`config.mk`:
```
export PLATFORM = sky130hd
export DESIGN_NAME = spi_bus_ctrl
export DESIGN_NICKNAME = d
export VERILOG_FILES = /design/src/rtl/spi_bus_pkg.sv /design/src/rtl/spi_ctrl_reg.sv /design/src/rtl/spi_dev_router.sv /design/src/rtl/spi_read_mux.sv /design/src/rtl/spi_bus_ctrl.sv
export SDC_FILE = /design/constraint.sdc
export NUM_CORES = 1
export LEC_CHECK = 0
export BUFFER_PORTS_ARGS = -buffer_cell sky130_fd_sc_hd__buf_2
export CORE_ASPECT_RATIO = 0.7
export CORE_UTILIZATION = 42
export DETAILED_ROUTE_END_ITERATION = 6
export PLACE_DENSITY = 0.81
export SLEW_MARGIN = 10
export SYNTH_ARGS = -nofsm -noshare
export SYNTH_HDL_FRONTEND = slang
export SYNTH_HIERARCHICAL = 1
export SYNTH_SLANG_ARGS = --single-unit
export TNS_END_PERCENT = 30
```
`constraint.sdc`:
```
create_clock -name clk -period 2.1 [get_ports clk]
set_input_delay 0.21 -clock clk [delete_from_list [all_inputs] [get_ports clk]]
set_output_delay 0.21 -clock clk [all_outputs]
set_load 0.02 [all_outputs]
```
`src/rtl/spi_bus_pkg.sv`:
```
package spi_bus_pkg;
  localparam int               SEL_W      = 2;
  localparam int               MAX_DEV    = 1 << SEL_W;
  localparam logic [15:0]      CTRL_WMASK = 16'hCF03;
  localparam int               B_EN       = 15;
  localparam int               B_IRQ_EN   = 14;
  localparam int               B_HOLD     = 11;
  localparam int               B_WIDE     = 10;
  localparam int               B_SEL_LO   = 8;

  typedef enum logic [1:0] {
    SZ_BYTE = 2'b00,
    SZ_HALF = 2'b01,
    SZ_WORD = 2'b10
  } bus_size_e;

  typedef struct packed {
    logic             en;
    logic             irq_en;
    logic             hold;
    logic             wide;
    logic [SEL_W-1:0] sel;
    logic [1:0]       rate;
  } ctrl_view_t;

  function automatic ctrl_view_t ctrl_view(input logic [15:0] c);
    ctrl_view_t v;
    v.en     = c[B_EN];
    v.irq_en = c[B_IRQ_EN];
    v.hold   = c[B_HOLD];
    v.wide   = c[B_WIDE];
    v.sel    = c[B_SEL_LO +: SEL_W];
    v.rate   = c[1:0];
    return v;
  endfunction
endpackage

```
`src/rtl/spi_ctrl_reg.sv`:
```
module spi_ctrl_reg
  import spi_bus_pkg::*;
#(
  parameter int                ADDR_W   = 12,
  parameter logic [ADDR_W-1:0] CTRL_OFS = 12'h1C0
) (
  input  logic              clk,
  input  logic              rst_n,
  input  logic              bus_wr,
  input  logic [ADDR_W-1:0] bus_addr,
  input  logic [1:0]        bus_size,
  input  logic [31:0]       bus_wdata,
  output logic [15:0]       ctrl_q,
  output logic              cs_release
);
  logic hit_wr;

  // only 16-bit and 32-bit accesses reach the control register
  assign hit_wr = bus_wr && (bus_addr == CTRL_OFS) &&
                  ((bus_size == SZ_HALF) || (bus_size == SZ_WORD));

  assign cs_release = hit_wr && !bus_wdata[B_EN];

  always_ff @(posedge clk or negedge rst_n) begin
    if (!rst_n)      ctrl_q <= '0;
    else if (hit_wr) ctrl_q <= bus_wdata[15:0] & CTRL_WMASK;
  end
endmodule

```
`src/rtl/spi_dev_router.sv`:
```
module spi_dev_router
  import spi_bus_pkg::*;
#(
  parameter int                 N_DEV   = MAX_DEV,
  parameter logic [N_DEV-1:0]   DEV_MAP = '1
) (
  input  logic                 clk,
  input  logic                 rst_n,
  input  logic                 xfer_req,
  input  logic [7:0]           xfer_byte,
  input  logic [SEL_W-1:0]     xfer_sel,
  input  logic                 xfer_hold,
  input  logic                 xfer_irq_en,
  input  logic                 cs_release,
  input  logic [N_DEV*8-1:0]   dev_rx,
  output logic [N_DEV-1:0]     dev_strobe,
  output logic [7:0]           dev_tx,
  output logic                 dev_hold,
  output logic                 dev_first,
  output logic [N_DEV-1:0]     dev_cs,
  output logic                 irq,
  output logic [N_DEV*8-1:0]   rx_last
);
  logic             pend_q;
  logic [SEL_W-1:0] sel_q;
  logic [7:0]       tx_q;
  logic             hold_q;
  logic             irq_q;
  logic [N_DEV-1:0] cs_q;
  logic [N_DEV-1:0] first_v;

  // transfer stage: the accepted write is presented one cycle later
  always_ff @(posedge clk or negedge rst_n) begin
    if (!rst_n) begin
      pend_q <= 1'b0;
      sel_q  <= '0;
      tx_q   <= '0;
      hold_q <= 1'b0;
      irq_q  <= 1'b0;
    end else begin
      pend_q <= xfer_req;
      irq_q  <= xfer_req && xfer_irq_en;
      if (xfer_req) begin
        sel_q  <= xfer_sel;
        tx_q   <= xfer_byte;
        hold_q <= xfer_hold;
      end
    end
  end

  for (genvar d = 0; d < N_DEV; d++) begin : g_dev
    if (DEV_MAP[d]) begin : g_mapped
      logic [7:0] last_q;

      assign dev_strobe[d] = pend_q && (sel_q == SEL_W'(d));

      always_ff @(posedge clk or negedge rst_n) begin
        if (!rst_n)              cs_q[d] <= 1'b0;
        else if (cs_release)     cs_q[d] <= 1'b0;
        else if (dev_strobe[d])  cs_q[d] <= hold_q;
      end

      always_ff @(posedge clk or negedge rst_n) begin
        if (!rst_n)             last_q <= '0;
        else if (dev_strobe[d]) last_q <= dev_rx[d*8 +: 8];
      end

      assign rx_last[d*8 +: 8] = last_q;
    end else begin : g_absent
      assign dev_strobe[d]     = 1'b0;
      assign cs_q[d]           = 1'b0;
      assign rx_last[d*8 +: 8] = 8'h00;
    end

    assign dev_cs[d]  = cs_q[d] | dev_strobe[d];
    assign first_v[d] = dev_strobe[d] & ~cs_q[d];
  end

  assign dev_tx    = tx_q;
  assign dev_hold  = hold_q;
  assign dev_first = |first_v;
  assign irq       = irq_q;
endmodule

```
`src/rtl/spi_read_mux.sv`:
```
module spi_read_mux
  import spi_bus_pkg::*;
#(
  parameter int                ADDR_W   = 12,
  parameter logic [ADDR_W-1:0] CTRL_OFS = 12'h1C0,
  parameter int                N_DEV    = MAX_DEV,
  parameter logic [N_DEV-1:0]  DEV_MAP  = '1
) (
  input  logic [ADDR_W-1:0]  bus_addr,
  input  logic [1:0]         bus_size,
  input  logic [15:0]        ctrl_q,
  input  logic [N_DEV*8-1:0] rx_last,
  output logic [31:0]        bus_rdata
);
  localparam logic [ADDR_W-1:0] CTRL_HI  = CTRL_OFS + ADDR_W'(1);
  localparam logic [ADDR_W-1:0] DATA_OFS = CTRL_OFS + ADDR_W'(2);

  ctrl_view_t cv;
  logic [7:0] data_v;

  assign cv = ctrl_view(ctrl_q);

  always_comb begin
    data_v = 8'h00;
    for (int d = 0; d < N_DEV; d++)
      if (cv.en && DEV_MAP[d] && (cv.sel == SEL_W'(d)))
        data_v = rx_last[d*8 +: 8];
  end

  always_comb begin
    bus_rdata = 32'h0;
    unique case (bus_size)
      SZ_WORD: if (bus_addr == CTRL_OFS) bus_rdata = {8'h00, data_v, ctrl_q};
      SZ_HALF: begin
        if (bus_addr == CTRL_OFS)      bus_rdata = {16'h0, ctrl_q};
        else if (bus_addr == DATA_OFS) bus_rdata = {24'h0, data_v};
      end
      SZ_BYTE: begin
        if (bus_addr == CTRL_OFS)      bus_rdata = {24'h0, ctrl_q[7:0]};
        else if (bus_addr == CTRL_HI)  bus_rdata = {24'h0, ctrl_q[15:8]};
        else if (bus_addr == DATA_OFS) bus_rdata = {24'h0, data_v};
      end
      default: bus_rdata = 32'h0;
    endcase
  end
endmodule

```
`src/rtl/spi_bus_ctrl.sv`:
```
module spi_bus_ctrl
  import spi_bus_pkg::*;
#(
  parameter int                  ADDR_W   = 12,
  parameter logic [ADDR_W-1:0]   CTRL_OFS = 12'h1C0,
  parameter logic [MAX_DEV-1:0]  DEV_MAP  = 4'b0111
) (
  input  logic                 clk,
  input  logic                 rst_n,
  input  logic                 bus_wr,
  input  logic [ADDR_W-1:0]    bus_addr,
  input  logic [1:0]           bus_size,
  input  logic [31:0]          bus_wdata,
  output logic [31:0]          bus_rdata,
  output logic [MAX_DEV-1:0]   dev_strobe,
  output logic [7:0]           dev_tx,
  output logic                 dev_hold,
  output logic                 dev_first,
  input  logic [MAX_DEV*8-1:0] dev_rx,
  output logic [MAX_DEV-1:0]   dev_cs,
  output logic                 irq
);
  localparam int                N_DEV    = MAX_DEV;
  localparam logic [ADDR_W-1:0] DATA_OFS = CTRL_OFS + ADDR_W'(2);

  logic [15:0]        ctrl_q;
  logic               cs_release;
  logic               xfer_req;
  logic [N_DEV*8-1:0] rx_last;
  ctrl_view_t         cv;

  assign cv = ctrl_view(ctrl_q);

  // data writes are taken only as byte or 16-bit accesses while enabled
  assign xfer_req = bus_wr && (bus_addr == DATA_OFS) && cv.en &&
                    ((bus_size == SZ_BYTE) || (bus_size == SZ_HALF));

  spi_ctrl_reg #(.ADDR_W(ADDR_W), .CTRL_OFS(CTRL_OFS)) u_ctrl (
    .clk        (clk),
    .rst_n      (rst_n),
    .bus_wr     (bus_wr),
    .bus_addr   (bus_addr),
    .bus_size   (bus_size),
    .bus_wdata  (bus_wdata),
    .ctrl_q     (ctrl_q),
    .cs_release (cs_release)
  );

  spi_dev_router #(.N_DEV(N_DEV), .DEV_MAP(DEV_MAP)) u_route (
    .clk         (clk),
    .rst_n       (rst_n),
    .xfer_req    (xfer_req),
    .xfer_byte   (bus_wdata[7:0]),
    .xfer_sel    (cv.sel),
    .xfer_hold   (cv.hold),
    .xfer_irq_en (cv.irq_en),
    .cs_release  (cs_release),
    .dev_rx      (dev_rx),
    .dev_strobe  (dev_strobe),
    .dev_tx      (dev_tx),
    .dev_hold    (dev_hold),
    .dev_first   (dev_first),
    .dev_cs      (dev_cs),
    .irq         (irq),
    .rx_last     (rx_last)
  );

  spi_read_mux #(
    .ADDR_W(ADDR_W), .CTRL_OFS(CTRL_OFS), .N_DEV(N_DEV), .DEV_MAP(DEV_MAP)
  ) u_rd (
    .bus_addr  (bus_addr),
    .bus_size  (bus_size),
    .ctrl_q    (ctrl_q),
    .rx_last   (rx_last),
    .bus_rdata (bus_rdata)
  );
endmodule

```
# --- Word-level counts from Yosys, hierarchy flattened ---
# Cells that the tools add are included.
word_totals:
  register_bits: 48
  input_bits: 81
  output_inout_bits: 51
  elab_cells: 68
classes:
  eq_ne: 9
  mux: 15
  bitwise: 9
  n_reduce_logical: 23
ops:
  columns: ["cell", "count"]
  rows:
  - ["32-bit case mux with 3 select lines", 1]
  - ["32-bit two-way mux", 2]
  - ["8-bit two-way mux", 5]
  - ["12-bit by 9-bit == test with 1-bit output (second input constant)", 3]
  - ["24-bit two-way mux", 1]
  - ["1-bit logical AND", 13]
  - ["2-bit by 1-bit == test with 1-bit output (second input constant)", 3]
  - ["2-bit == test (second input constant)", 3]
  - ["2-bit zero test", 3]
  - ["1-bit two-way mux", 6]
  - ["2-bit nonzero test", 3]
  - ["1-bit AND", 3]
  - ["1-bit NOT", 3]
  - ["1-bit OR", 3]
  - ["3-bit OR reduction", 1]
  - ["1-bit logical OR", 2]
  - ["1-bit zero test", 1]

# --- Depth between registers and ports, before layout ---
logic_depth:
  ltp_word: 9
  ltp_mapped: 6
  depth_no_buf: 6

# --- Hierarchy ---
# Netlist, hierarchy kept.
by_module_without_submodules:
  columns: ["module", "n_inst", "cells_per_inst", "area_per_inst_um2", "seq_area_each_um2"]
  rows:
  - ["spi_dev_router", 1, 111, 1690.4, 1001.0]
  - ["spi_read_mux", 1, 103, 649.4, 0.0]
  - ["spi_ctrl_reg", 1, 34, 432.9, 200.2]
  - ["spi_bus_ctrl", 1, 5, 51.3, 0.0]

# --- Worst setup path after synthesis ---
# Ideal clock, no wire load.
synth_path:
  path_type: "input-to-output"
  startpoint: "input bus_addr[9]"
  endpoint: "output bus_rdata[16]"
  arrival_ns: 2.201
  required_ns: 1.890
  path_slack_ns: -0.311
  stages: 6
  n_path_buf: 2
  path_cell_list: "or4b_1 > buf_2 > or4b_4 > or3b_1 > buf_2 > nor3_2"
synth_between:
  elab_chain_len: 3
synth_lines:
  columns: ["element", "line", "rtl"]
  rows:
  - ["start: declaration", "spi_bus_ctrl.sv:11", "input logic [ADDR_W-1:0] bus_addr,"]
  - ["12-bit by 9-bit == test with 1-bit output", "spi_read_mux.sv:33, spi_read_mux.sv:35, spi_read_mux.sv:39", null]
  - ["24-bit two-way mux", "spi_read_mux.sv:33", "SZ_WORD: if (bus_addr == CTRL_OFS) bus_rdata = {8'h00, data_v, ctrl_q};"]
  - ["32-bit case mux with 3 select lines", "spi_read_mux.sv:32", "unique case (bus_size)"]
  - ["end: declaration", "spi_bus_ctrl.sv:14", "output logic [31:0] bus_rdata,"]
# No other way between the ends.

# --- Worst setup path after layout ---
# Same ends and word-level chain as after synthesis.

==> impl_results.md <==
- Status: complete, but fails checks
- Failing checks: negative setup slack
- IO Pins: around 130
- Final period util: 1.16
- Wire per inst: 16.0 um
- Critical path's slowest cell: or4b_4
- Pre-antenna DRT Iters: 4
- Fraction of layout cells with a size suffix above 1: 0.553
- Vias per cell: 5.09
- Die width: 99.0 um
- Cell family with most CP delay: simple AND/OR/NAND/NOR gates
- Nets@finish: between 400 and 500
- Core Region: 0.00628 mm^2
- Crit. End Element: output port
- Largest stage delay, worst path: 0.54 ns
- Cell count of the worst reg-to-reg path: 4
- CTS tree: built
- Worst-path fanout max: 8
- Max Root-Sink Buffers: 2
- Kind of critical path: input port to output port
- Final setup violation count: 21
- RSZ-0062 raised after global routing: true
- Chip height: roughly 70 um
- Number of remaining DRC errors: 0
- Fin crit period: 2.43 ns
- Final worst slack: -0.331 ns
- Initial core utilization: 0.440
- Worst path arrival time: 2.22 ns
- CTS root buf: clkbuf_8
- Antenna diodes: 0
- GPL Wtd Cong: around 0.86
- Number of cells produced by synthesis: 245
- Vias in the first global route: 2,311
- GRT overflow: 0
- Min-Delay Path Depth: 2
- Slew headroom: 0.537
- Max Freq: between 0.4 and 0.5 GHz
- TritonCTS Sinks: 48
- Hold WC Path Type: input port to flip-flop
- Antenna-violating nets left: 0
- Pwr Total: 1660 uW
- CP required: about 1.9 ns
- Hpwl dp: between 5 and 6 mm
- Cell count after placement: between 400 and 500
- Routed vias: 2,254
- First-pass GRT wire length: roughly 11 mm
- CP Launch Type: input port
- Power per Cell Area: 445 mW/mm^2
- Total CTS buffers: 5
- Worst hold slack: 0.136 ns
- Hold Fails Final Rpt: 0
- Largest net degree at the start of global routing: 20
- Synth Area per Inst: between 10 and 15 um^2
- Worst clock skew: approximately 0.0038 ns
- Critical path buffers and inverters: 3
- CTS H-tree lvls: 2
- Maximum capacitance violations: 0
- IO buf count: 93
- Die ar.: 0.00691 mm^2
- Worst-Margin Slew: 0.690 ns
- Starting DRT DRC Count: 74
- Row cnt: 24
- Synth Cell Area: about 0.0028 mm^2
- Gr usage total: 0.211
- Max VDD drop: 0.268 mV
- Slew Viols, Final: 0
- Post-Route WL: 7.07 mm
- Initial antenna violation count: 0
- Crit-path cells: buf_6 > or4b_4 > or4b_4 > or3b_4 > buf_12 > nor3_4 > buf_6
- Static Leak: about 0.0019 uW
- Worst skew pair latency: 0.30 ns
- Area delta synth->final: 35.1%
- Reg clk slew, reported paths: about 0.090 ns
- Number of cells on the critical path: 7
- Final cell count without fillers: roughly 440
- Synth Warn #: 6
-- cells in the final DEF, fill, tap and decap left out, drive strengths merged, types with 8 or more instances in the layout --
master / count
nand2: 9
buf: 125
mux2: 42
nor2: 11
nand3b: 9
conb: 18
and2: 8
o21ai: 16
dfrtp: 48
mux2i: 11
-- flip-flops by register name, indices dropped and copies added (netlist names) --
| signal | cells |
|---|---|
| u_route/pend_q | 1 |
| u_route/g_dev.g_mapped.last_q | 24 |
| u_route/dev_hold | 1 |
| u_route/sel_q | 2 |
| u_route/cs_q | 3 |
| u_route/dev_tx | 8 |
| u_route/irq | 1 |
| u_ctrl/ctrl_q | 8 |
-- worst paths after layout --
check | start | endpoint | slack (ns)
min reg2reg | u_route/g_dev[0].g_mapped.last_q[0] | u_route/g_dev[0].g_mapped.last_q[0] | 0.51
min | dev_rx[8] | u_route/g_dev[1].g_mapped.last_q[0] | 0.14
max reg2reg | u_ctrl/ctrl_q[15] | u_route/dev_tx[0] | 0.42
min in group asynchronous | rst_n | u_route/cs_q[1] | 0.34
max in group asynchronous | rst_n | u_route/g_dev[0].g_mapped.last_q[3] | 1.18
max | bus_addr[9] | bus_rdata[16] | -0.33
-- worst reg2reg max path: cells and delay by family (launching register included) --
kind                   cells  cell delay [ns]
flip-flops                 1             0.51
AND/OR/NAND/NOR            2             0.47
multiplexers               1             0.36
buffers and inverters      1             0.22
-- report_power, final --
| group | switching, uW | internal (uW) |
|---|---|---|
| Sequential | 8.61 | 939 |
| Clock | 308 | 232 |
| Combinational | 86.8 | 88.8 |
| Total | 403 | 1260 |
-- through the flow --
step | utilization | setup TNS, ns | instance area, um^2 | setup WS (ns)
floorplan | - | -2.56 | 2900 | -0.208
global placement | 0.559 | -5.73 | 3510 | -0.365
detailed placement | 0.559 | -6.41 | 3510 | -0.418
CTS | 0.589 | -5.10 | 3700 | -0.327
global route | 0.595 | -6.29 | 3730 | -0.386
finish | 0.595 | -5.27 | 3730 | -0.331
-- timing repair --
action,4_1_cts,5_1_grt
pin swaps,6,5
hold buffers,1,0
setup buffers,1,1
endpoints found under the setup margin,21,21
gates resized for setup,27,11
hold endpoints to repair,14,0
-- cell type report --
cell class | count | area (um^2)
Tap cell | 78 | 97.6
Inverter | 5 | 18.8
Clock inverter | 3 | 18.8
Clock buffer | 5 | 68.8
Multi-Input combinational cell | 178 | 1490
Timing Repair Buffer | 126 | 840
Sequential cell | 48 | 1200
Fill cell | 548 | 2540
-- layer usage --
layer / up-vias / track usage / part of all wire
li1: 1081 / - / -
met4: 0 / 0.0448 / 0.0061
met1: 1081 / 0.292 / 0.47
met3: 6 / 0.0430 / 0.062
met5: - / 0 / 0
met2: 86 / 0.343 / 0.46
No activity file was read; power rests on OpenSTA's default activity.
